File: config.mk
export PLATFORM = sky130hd
export DESIGN_NAME = stream_dbg_counters
export DESIGN_NICKNAME = d
export VERILOG_FILES = /design/src/rtl/stream_dbg_pkg.sv /design/src/rtl/sdc_counter.sv /design/src/rtl/sdc_sof_tracker.sv /design/src/rtl/sdc_readback.sv /design/src/rtl/stream_dbg_counters.sv
export SDC_FILE = /design/constraint.sdc
export NUM_CORES = 1
export LEC_CHECK = 0
export BUFFER_PORTS_ARGS = -buffer_cell sky130_fd_sc_hd__buf_2
export CAP_MARGIN = 25
export CORE_AREA = 2 2 165 167
export CTS_CLUSTER_SIZE = 12
export DETAILED_ROUTE_END_ITERATION = 6
export DIE_AREA = 0 0 167 169
export SKIP_CTS_REPAIR_TIMING = 1
export SYNTH_ARGS = -nofsm -noshare
export SYNTH_HDL_FRONTEND = slang
export SYNTH_SLANG_ARGS = --single-unit
File: constraint.sdc
create_clock -name clk -period 2.1 [get_ports clk]
set_clock_uncertainty 0.2 [all_clocks]
set_input_delay 0.315 -clock clk [delete_from_list [all_inputs] [get_ports clk]]
set_output_delay 0.315 -clock clk [all_outputs]
set_load 0.03 [all_outputs]
File: src/rtl/stream_dbg_pkg.sv
package stream_dbg_pkg;
    localparam int RD_W      = 32;
    localparam int WIN_SHIFT = 8;
    localparam logic [7:0] OFF_VALID = 8'h80;
    localparam logic [7:0] OFF_FRAME = 8'h84;
    localparam logic [7:0] OFF_PKT   = 8'h88;

    typedef enum logic [1:0] {
        SEL_NONE  = 2'd0,
        SEL_VALID = 2'd1,
        SEL_FRAME = 2'd2,
        SEL_PKT   = 2'd3
    } cnt_sel_e;
endpackage

File: src/rtl/sdc_counter.sv
module sdc_counter #(
    parameter int W = 32
) (
    input  logic         clk,
    input  logic         rst_n,
    input  logic         inc,
    output logic [W-1:0] cnt_o
);
    typedef struct packed {
        logic [W-1:0] cnt;
    } cnt_state_t;

    cnt_state_t st_d, st_q;

    always_comb begin
        st_d = st_q;
        if (inc) begin
            st_d.cnt = st_q.cnt + W'(1);
        end
    end

    always_ff @(posedge clk) begin
        if (!rst_n) begin
            st_q <= '0;
        end else begin
            st_q <= st_d;
        end
    end

    assign cnt_o = st_q.cnt;

    // one step per increment, wrapping modulo 2^W
    a_r8_wrap_step: assert property (@(posedge clk) disable iff (!rst_n)
        inc |=> (cnt_o == $past(cnt_o) + W'(1)));
    a_r1_hold_idle: assert property (@(posedge clk) disable iff (!rst_n)
        !inc |=> $stable(cnt_o));
endmodule

File: src/rtl/sdc_sof_tracker.sv
module sdc_sof_tracker (
    input  logic clk,
    input  logic rst_n,
    input  logic tvalid,
    input  logic tready,
    input  logic tlast,
    output logic sof_o
);
    typedef struct packed {
        logic armed;
    } trk_state_t;

    trk_state_t st_d, st_q;
    logic       hs;

    assign hs = tvalid & tready;

    always_comb begin
        st_d = st_q;
        if (hs) begin
            st_d.armed = tlast;
        end
    end

    always_ff @(posedge clk) begin
        if (!rst_n) begin
            st_q <= '{armed: 1'b1};
        end else begin
            st_q <= st_d;
        end
    end

    assign sof_o = hs & st_q.armed;

    // the armed state only moves on a completed handshake
    a_r3_no_arm_without_hs: assert property (@(posedge clk) disable iff (!rst_n)
        !(tvalid && tready) |=> $stable(st_q.armed));
    // a frame start without last disarms the tracker
    a_r2_single_start: assert property (@(posedge clk) disable iff (!rst_n)
        (sof_o && !tlast) |=> !sof_o);
    // a handshake with last arms the tracker for the next one
    a_r4_last_arms: assert property (@(posedge clk) disable iff (!rst_n)
        (tvalid && tready && tlast) |=> st_q.armed);
endmodule

File: src/rtl/sdc_readback.sv
module sdc_readback
    import stream_dbg_pkg::*;
#(
    parameter int NUM_IF = 2,
    parameter int CNT_W  = 32,
    parameter int ADDR_W = 12
) (
    input  logic                          clk,
    input  logic                          rst_n,
    input  logic                          rd_en,
    input  logic [ADDR_W-1:0]             rd_addr,
    input  logic [NUM_IF-1:0][CNT_W-1:0]  valid_cnt,
    input  logic [NUM_IF-1:0][CNT_W-1:0]  frame_cnt,
    input  logic [NUM_IF-1:0][CNT_W-1:0]  pkt_cnt,
    output logic [RD_W-1:0]               rd_data
);
    localparam int IDX_W = ADDR_W - WIN_SHIFT;

    typedef struct packed {
        logic [RD_W-1:0] data;
    } rb_state_t;

    rb_state_t          st_d, st_q;
    logic [IDX_W-1:0]   idx;
    logic [7:0]         off;
    cnt_sel_e           sel;
    logic [RD_W-1:0]    picked;

    assign idx = rd_addr[ADDR_W-1:WIN_SHIFT];
    assign off = rd_addr[7:0];

    always_comb begin
        case (off)
            OFF_VALID: sel = SEL_VALID;
            OFF_FRAME: sel = SEL_FRAME;
            OFF_PKT:   sel = SEL_PKT;
            default:   sel = SEL_NONE;
        endcase
    end

    always_comb begin
        picked = '0;
        for (int i = 0; i < NUM_IF; i++) begin
            if (idx == IDX_W'(i)) begin
                case (sel)
                    SEL_VALID: picked = RD_W'(valid_cnt[i]);
                    SEL_FRAME: picked = RD_W'(frame_cnt[i]);
                    SEL_PKT:   picked = RD_W'(pkt_cnt[i]);
                    default:   picked = '0;
                endcase
            end
        end
    end

    always_comb begin
        st_d = st_q;
        if (rd_en) begin
            st_d.data = picked;
        end
    end

    always_ff @(posedge clk) begin
        if (!rst_n) begin
            st_q <= '0;
        end else begin
            st_q <= st_d;
        end
    end

    assign rd_data = st_q.data;

    // the result holds between reads
    a_r7_hold_no_read: assert property (@(posedge clk) disable iff (!rst_n)
        !rd_en |=> $stable(rd_data));
    // unmapped offsets read as zero
    a_r6_unmapped_zero: assert property (@(posedge clk) disable iff (!rst_n)
        (rd_en && off != OFF_VALID && off != OFF_FRAME && off != OFF_PKT)
        |=> (rd_data == '0));
endmodule

File: src/rtl/stream_dbg_counters.sv
module stream_dbg_counters
    import stream_dbg_pkg::*;
#(
    parameter int NUM_IF = 2,
    parameter int CNT_W  = 32,
    parameter int ADDR_W = 12
) (
    input  logic              clk,
    input  logic              rst_n,
    input  logic [NUM_IF-1:0] sif_tvalid,
    input  logic [NUM_IF-1:0] sif_tready,
    input  logic [NUM_IF-1:0] sif_tlast,
    input  logic [NUM_IF-1:0] pkt_sent,
    input  logic              rd_en,
    input  logic [ADDR_W-1:0] rd_addr,
    output logic [31:0]       rd_data
);
    logic [NUM_IF-1:0][CNT_W-1:0] valid_cnt;
    logic [NUM_IF-1:0][CNT_W-1:0] frame_cnt;
    logic [NUM_IF-1:0][CNT_W-1:0] pkt_cnt;
    logic [NUM_IF-1:0]            sof;

    for (genvar g = 0; g < NUM_IF; g++) begin : g_if
        sdc_sof_tracker u_trk (
            .clk    (clk),
            .rst_n  (rst_n),
            .tvalid (sif_tvalid[g]),
            .tready (sif_tready[g]),
            .tlast  (sif_tlast[g]),
            .sof_o  (sof[g])
        );

        sdc_counter #(.W(CNT_W)) u_valid (
            .clk (clk), .rst_n (rst_n), .inc (sif_tvalid[g]), .cnt_o (valid_cnt[g])
        );
        sdc_counter #(.W(CNT_W)) u_frame (
            .clk (clk), .rst_n (rst_n), .inc (sof[g]), .cnt_o (frame_cnt[g])
        );
        sdc_counter #(.W(CNT_W)) u_pkt (
            .clk (clk), .rst_n (rst_n), .inc (pkt_sent[g]), .cnt_o (pkt_cnt[g])
        );

        // a frame start only happens on a completed handshake
        a_r2_start_is_hs: assert property (@(posedge clk) disable iff (!rst_n)
            sof[g] |-> (sif_tvalid[g] && sif_tready[g]));
        // the frame count never outruns the valid count between edges
        a_r1_valid_moves_with_frame: assert property (@(posedge clk) disable iff (!rst_n)
            sof[g] |=> (valid_cnt[g] != $past(valid_cnt[g])));
    end

    sdc_readback #(.NUM_IF(NUM_IF), .CNT_W(CNT_W), .ADDR_W(ADDR_W)) u_rb (
        .clk       (clk),
        .rst_n     (rst_n),
        .rd_en     (rd_en),
        .rd_addr   (rd_addr),
        .valid_cnt (valid_cnt),
        .frame_cnt (frame_cnt),
        .pkt_cnt   (pkt_cnt),
        .rd_data   (rd_data)
    );

    initial begin
        a_r6_window_fits: assert (NUM_IF <= (1 << (ADDR_W - WIN_SHIFT)) && CNT_W <= RD_W);
    end
endmodule

# Yosys cells after proc, flatten, opt, wreduce, memory -nomap -nowiden
# Cells that the tools add are included.
# Widths: inputs -> output; s select.
[op_classes]
n_addsub = 6
n_mul = 0
n_div = 0
n_lt_le_gt_ge = 0
n_eq_ne = 7
shifts = 0
mux = 5
n_bitwise = 4
reduce_logical = 1
[ops]
columns = ["operator", "n"]
rows = [
  ["$add 32x1->32 const B", 6],
  ["$pmux 32 s3", 2],
  ["$mux 32", 2],
  ["$eq 8x8->1 const B", 3],
  ["$pmux 2 s3", 1],
  ["$and 1x1->1", 4],
  ["$eq 2x2->1 const B", 2],
  ["$eq 4x1->1 const B", 1],
  ["$logic_not 4->1", 1],
  ["$eq 2x1->1 const B", 1],
]
[word_totals]
reg_bits = 226
latch_bits = 0
ram_bits = 0
rom_bits = 0
input_bits = 23
out_inout_bits = 32
word_cells = 32
mem_count = 0

# Longest topological paths before layout
[logic_depth]
depth_word = 6
mapped_depth = 7
ltp_nobuf = 5

# Modules after synthesis
# A second synthesis with hierarchy kept.
[unflattened]
cells_unflattened = 1329
hier_area_um2 = 12017.8
[by_module_without_submodules]
columns = ["mod", "instances", "cells_each", "area_each_um2", "seq_area_each_um2"]
rows = [
  ["sdc_counter", 6, 176, 1562.7, 640.6],
  ["sdc_readback", 1, 263, 2541.2, 640.6],
  ["sdc_sof_tracker", 2, 5, 50.0, 20.0],
]

# Worst setup path after synthesis
# Ideal clock, no wire load.
[synth_path]
path_type = "register to register"
startpoint = "register g_if[0].u_frame.st_q, in the netlist g_if[0].u_frame.cnt_o[0]"
endpoint = "register g_if[0].u_frame.st_q, in the netlist g_if[0].u_frame.cnt_o[20]"
setup_time_ns = 0.070
t_arrival_ns = 1.981
required_ns = 1.830
setup_slack_ns = -0.152
stages_incl_launch_ff = 7
path_buffers = 1
period_less_slack_ns = 2.252
path_cell_list = "dfxtp_1 > ha_1 > nand3_1 > or4_4 > buf_6 > or4_1 > a21oi_1"
[synth_via]
elab_chain_len = 1
[synth_lines]
columns = ["element", "line", "text"]
rows = [
  ["from (decl)", "sdc_counter.sv:13", "cnt_state_t st_d, st_q;"],
  ["from (signal assigned)", "sdc_counter.sv:26", "st_q <= st_d;"],
  ["$add 32x1->32", "sdc_counter.sv:18", "st_d.cnt = st_q.cnt + W'(1);"],
]
# No other way between the ends.
# A chain may end at the register's enable or synchronous reset.

# Worst setup path in the final report
[layout_path]
startpoint = "register g_if[1].u_frame.st_q, in the netlist g_if[1].u_frame.cnt_o[0]"
endpoint = "register g_if[1].u_frame.st_q, in the netlist g_if[1].u_frame.cnt_o[30]"
[layout_via]
elab_chain_len = 1
[layout_lines]
columns = ["element", "line"]
rows = [
  ["from (decl)", "sdc_counter.sv:13"],
  ["from (signal assigned)", "sdc_counter.sv:26"],
  ["$add 32x1->32", "sdc_counter.sv:18"],
]
# No other way between the ends.

==> flow_metrics.env <==
export IMPL_firstDrtPassIters=7
export IMPL_vdd_drop_max_mv=1.12
export IMPL_p_clk_share_pct=49.5
export IMPL_dieHeight_um=169
export IMPL_synthAdderAreaFrac_pct=0.637
export IMPL_place_area_um2=13800
export IMPL_async_flop_share_pct=0
export IMPL_coreArea_um2=26500
export IMPL_crit_family="simple AND/OR/NAND/NOR gates"
export IMPL_leakagePower_nw=5.44
export IMPL_synth_fp_nets=1436
export IMPL_area_growth_pct=29.1
export IMPL_grt_max_degree=65
export IMPL_seqPwrFrac_pct=44.7
export IMPL_synth_simple_area_share_pct=26.0
export IMPL_relSlewSlack_pct=69.6
export IMPL_ys_seq_elements=226
export IMPL_first_global_vias=10500
export IMPL_grt_ovfl_total=0
export IMPL_setup_ws_ns=-0.0630
export IMPL_cts_buffers=27
export IMPL_synth_edff_count=0
export IMPL_p_sw_w=0.00227
export IMPL_post_route_min_period_ns=2.16
export IMPL_hpwl_um=25800
export IMPL_synth_top_family_by_area="simple AND/OR/NAND/NOR gates"
export IMPL_p_comb_share_pct=5.7
export IMPL_grtUsageMet1_pct=34.4
export IMPL_synthFlopType="dfxtp_1"
export IMPL_netSwitchingFraction_pct=23.2
export IMPL_finish_utilization_pct=57.5
export IMPL_cts_tree="yes"
export IMPL_setup_viol=10
export IMPL_routed_via_density=5.89
export IMPL_hold_class="in -> reg"
export IMPL_maxCapViolations=0
export IMPL_post_place_ws_ns=-0.152
export IMPL_crit_chain="ha_4 -> nand3_4 -> or4_4 -> or4_1 -> a21oi_1"
export IMPL_avgSynthCellArea_um2=8.38
export IMPL_grt_pass1_wl_um=56900
export IMPL_crit_fanout=8
export IMPL_hold_violations=1
export IMPL_clock_fmax_mhz=462
export IMPL_critical_path_buf_inv_count=0
export IMPL_yosysUniqueCellTypes=45
export IMPL_power_per_cell_area_nw_per_um2=644
export IMPL_final_area_um2=15200
export IMPL_met3_usage_pct=3.48
export IMPL_clk_pin_slew_ns=0.06
export IMPL_grt_busiest_layer="met2"
export IMPL_intPower_w=0.00753
export IMPL_cp_slowest_cell="or4_4"
export IMPL_ant_nets=0
export IMPL_antenna_found_initial=0
export IMPL_crit_required_ns=2.35
export IMPL_yosys_warnings=0
export IMPL_portBuffers=54
export IMPL_finalCritPeriodShare_pct=103
export IMPL_routed_wl_um=37300
export IMPL_synth_area_leaders="dfxtp_1 (38%), mux2i_1 (7.1%), or4_1 (4.5%)"
export IMPL_worstPathArrival_ns=2.42
export IMPL_synth_compound_area_share_pct=16.5
export IMPL_seq_area_frac_synth_pct=38.4
export IMPL_grt_use_total_pct=24.7
export IMPL_max_stage_delay_ns=0.58
export IMPL_hold_ws_ns=-0.0302
export IMPL_num_vias=11700
export IMPL_final_common_cell="dfxtp_1"
export IMPL_layout_common_cells="dfxtp_1 (205), buf_4 (199), nand2_1 (137), a21oi_1 (95), mux2i_1 (84)"
export IMPL_end_kind="flop"
export IMPL_synth_mux_area_share_pct=9.42
export IMPL_die_area_um2=28200
export IMPL_worstMarginPinSlew_ns=0.456
export IMPL_clkLatencyLatePin_ns=0.54
export IMPL_std_cell_rows=60
export IMPL_die_w_um=167
export IMPL_diodes=0
export IMPL_wl_per_cell_um=18.9
export IMPL_synth_xor_area_share_pct=4.75
export IMPL_critPathKind="reg -> reg"
export IMPL_synth_top_area_share_pct=38.4
export IMPL_route_detailed_drc=0
export IMPL_dp_cells=1903
export IMPL_netlist_area_um2=11800
export IMPL_nets=1647
export IMPL_layout_drive_gt1_share_pct=26.5
export IMPL_met2_usage_pct=40.0
export IMPL_initial_utilization_pct=44.5
export IMPL_syn_inst=1407
export IMPL_start_kind="flop"
export IMPL_violations="hold timing, setup timing"
export IMPL_rsz0062_at_grt="true"
export IMPL_cts_root_buf="clkbuf_16"
export IMPL_run_status="complete, but fails checks"
export IMPL_yosys_area_top_type="dfxtp_1"
export IMPL_cts_htree_levels=1
export IMPL_ioPinCount=55
export IMPL_maxSlewViolCount=0
export IMPL_fin_cells=1977
export IMPL_clockBufferDepth=3
export IMPL_place_gp_congestion=0.892
export IMPL_cts_sinks=226
export IMPL_drt_iter0_drc=859
## routing by layer
layer	wire length [um]	vias to the layer above
li1	-	5693
met1	16700	5546
met2	17300	342
met3	1970	72
met4	1290	0
met5	0	-
## cell type report
class,instances,area (um^2)
Fill cell,2380,11300
Multi-Input combinational cell,1052,7050
Sequential cell,226,4560
Timing Repair Buffer,280,2160
Clock buffer,37,753
Tap cell,341,427
Clock inverter,10,153
Inverter,31,119
## cell usage after synthesis, types with 23 or more instances
master	n
nor2_1	68
dfxtp_1	226
inv_1	30
nand2b_1	23
o31ai_1	63
o22ai_1	32
o21ai_0	74
or3_1	36
xnor2_1	32
and4_1	24
xor2_1	32
or4_1	71
a31oi_1	25
a21oi_1	106
mux2_2	24
mux2i_1	84
nand3_1	56
nand4_1	56
clkbuf_1	75
nand2_1	139
## tightest hold or removal path, stage by stage
cell and delay, ns:
buf_2 0.10, buf_4 0.11, nand3_1 0.08, nand3_1 0.08
## logic make-up (layout without fill, tap and decap cells)
family / Yosys count / in the layout
adder cells (fa/ha/maj): 6 / 6
AO/OA/AOI/OAI: 325 / 325
flip-flops: 226 / 226
multiplexers: 108 / 108
AND/OR/NAND/NOR: 547 / 549
buffers and inverters: 131 / 358
XOR/XNOR: 64 / 64
## through the flow
| stage | hold WS (ns) | TNS [ns] | power [W] |
|---|---|---|---|
| 2_1_floorplan | 0.239 | -0.297 | 0.00481 |
| 4_1_cts | -0.189 | -1.62 | 0.00988 |
| 3_3_place_gp | 0.256 | -2.10 | 0.00501 |
| 6_report | -0.0302 | -0.262 | 0.00980 |
| 5_1_grt | 0.00125 | -1.13 | 0.0101 |
| 3_5_place_dp | 0.268 | -3.13 | 0.00502 |
## final timing paths
| check | start | cells after the start | slack (ns) | to |
|---|---|---|---|---|
| setup / recovery | g_if[1].u_frame.cnt_o[0] | 5 | -0.06 | g_if[1].u_frame.cnt_o[30] |
| hold / removal | sif_tready[1] | 4 | -0.03 | g_if[1].u_trk.st_q |
| setup reg to reg | g_if[1].u_frame.cnt_o[0] | 5 | -0.06 | g_if[1].u_frame.cnt_o[30] |
| hold reg to reg | g_if[0].u_valid.cnt_o[31] | 2 | 0.28 | g_if[0].u_valid.cnt_o[31] |
## power by group through the flow
stage / logic (W) / registers [W] / clock network, W
2_1_floorplan: 0.000275 / 0.00453 / 0
3_3_place_gp: 0.000538 / 0.00447 / 0
3_5_place_dp: 0.000543 / 0.00447 / 0
4_1_cts: 0.000545 / 0.00438 / 0.00496
5_1_grt: 0.000606 / 0.00439 / 0.00508
6_report: 0.000562 / 0.00438 / 0.00485
## sequential cells by signal (all words and copies together) (netlist names)
register            count
g_if.u_frame.cnt_o     64
g_if.u_pkt.cnt_o       64
g_if.u_valid.cnt_o     64
u_rb.rd_data           32
g_if.u_trk.st_q         2
Note: power is estimated with default switching activity, not from simulation.
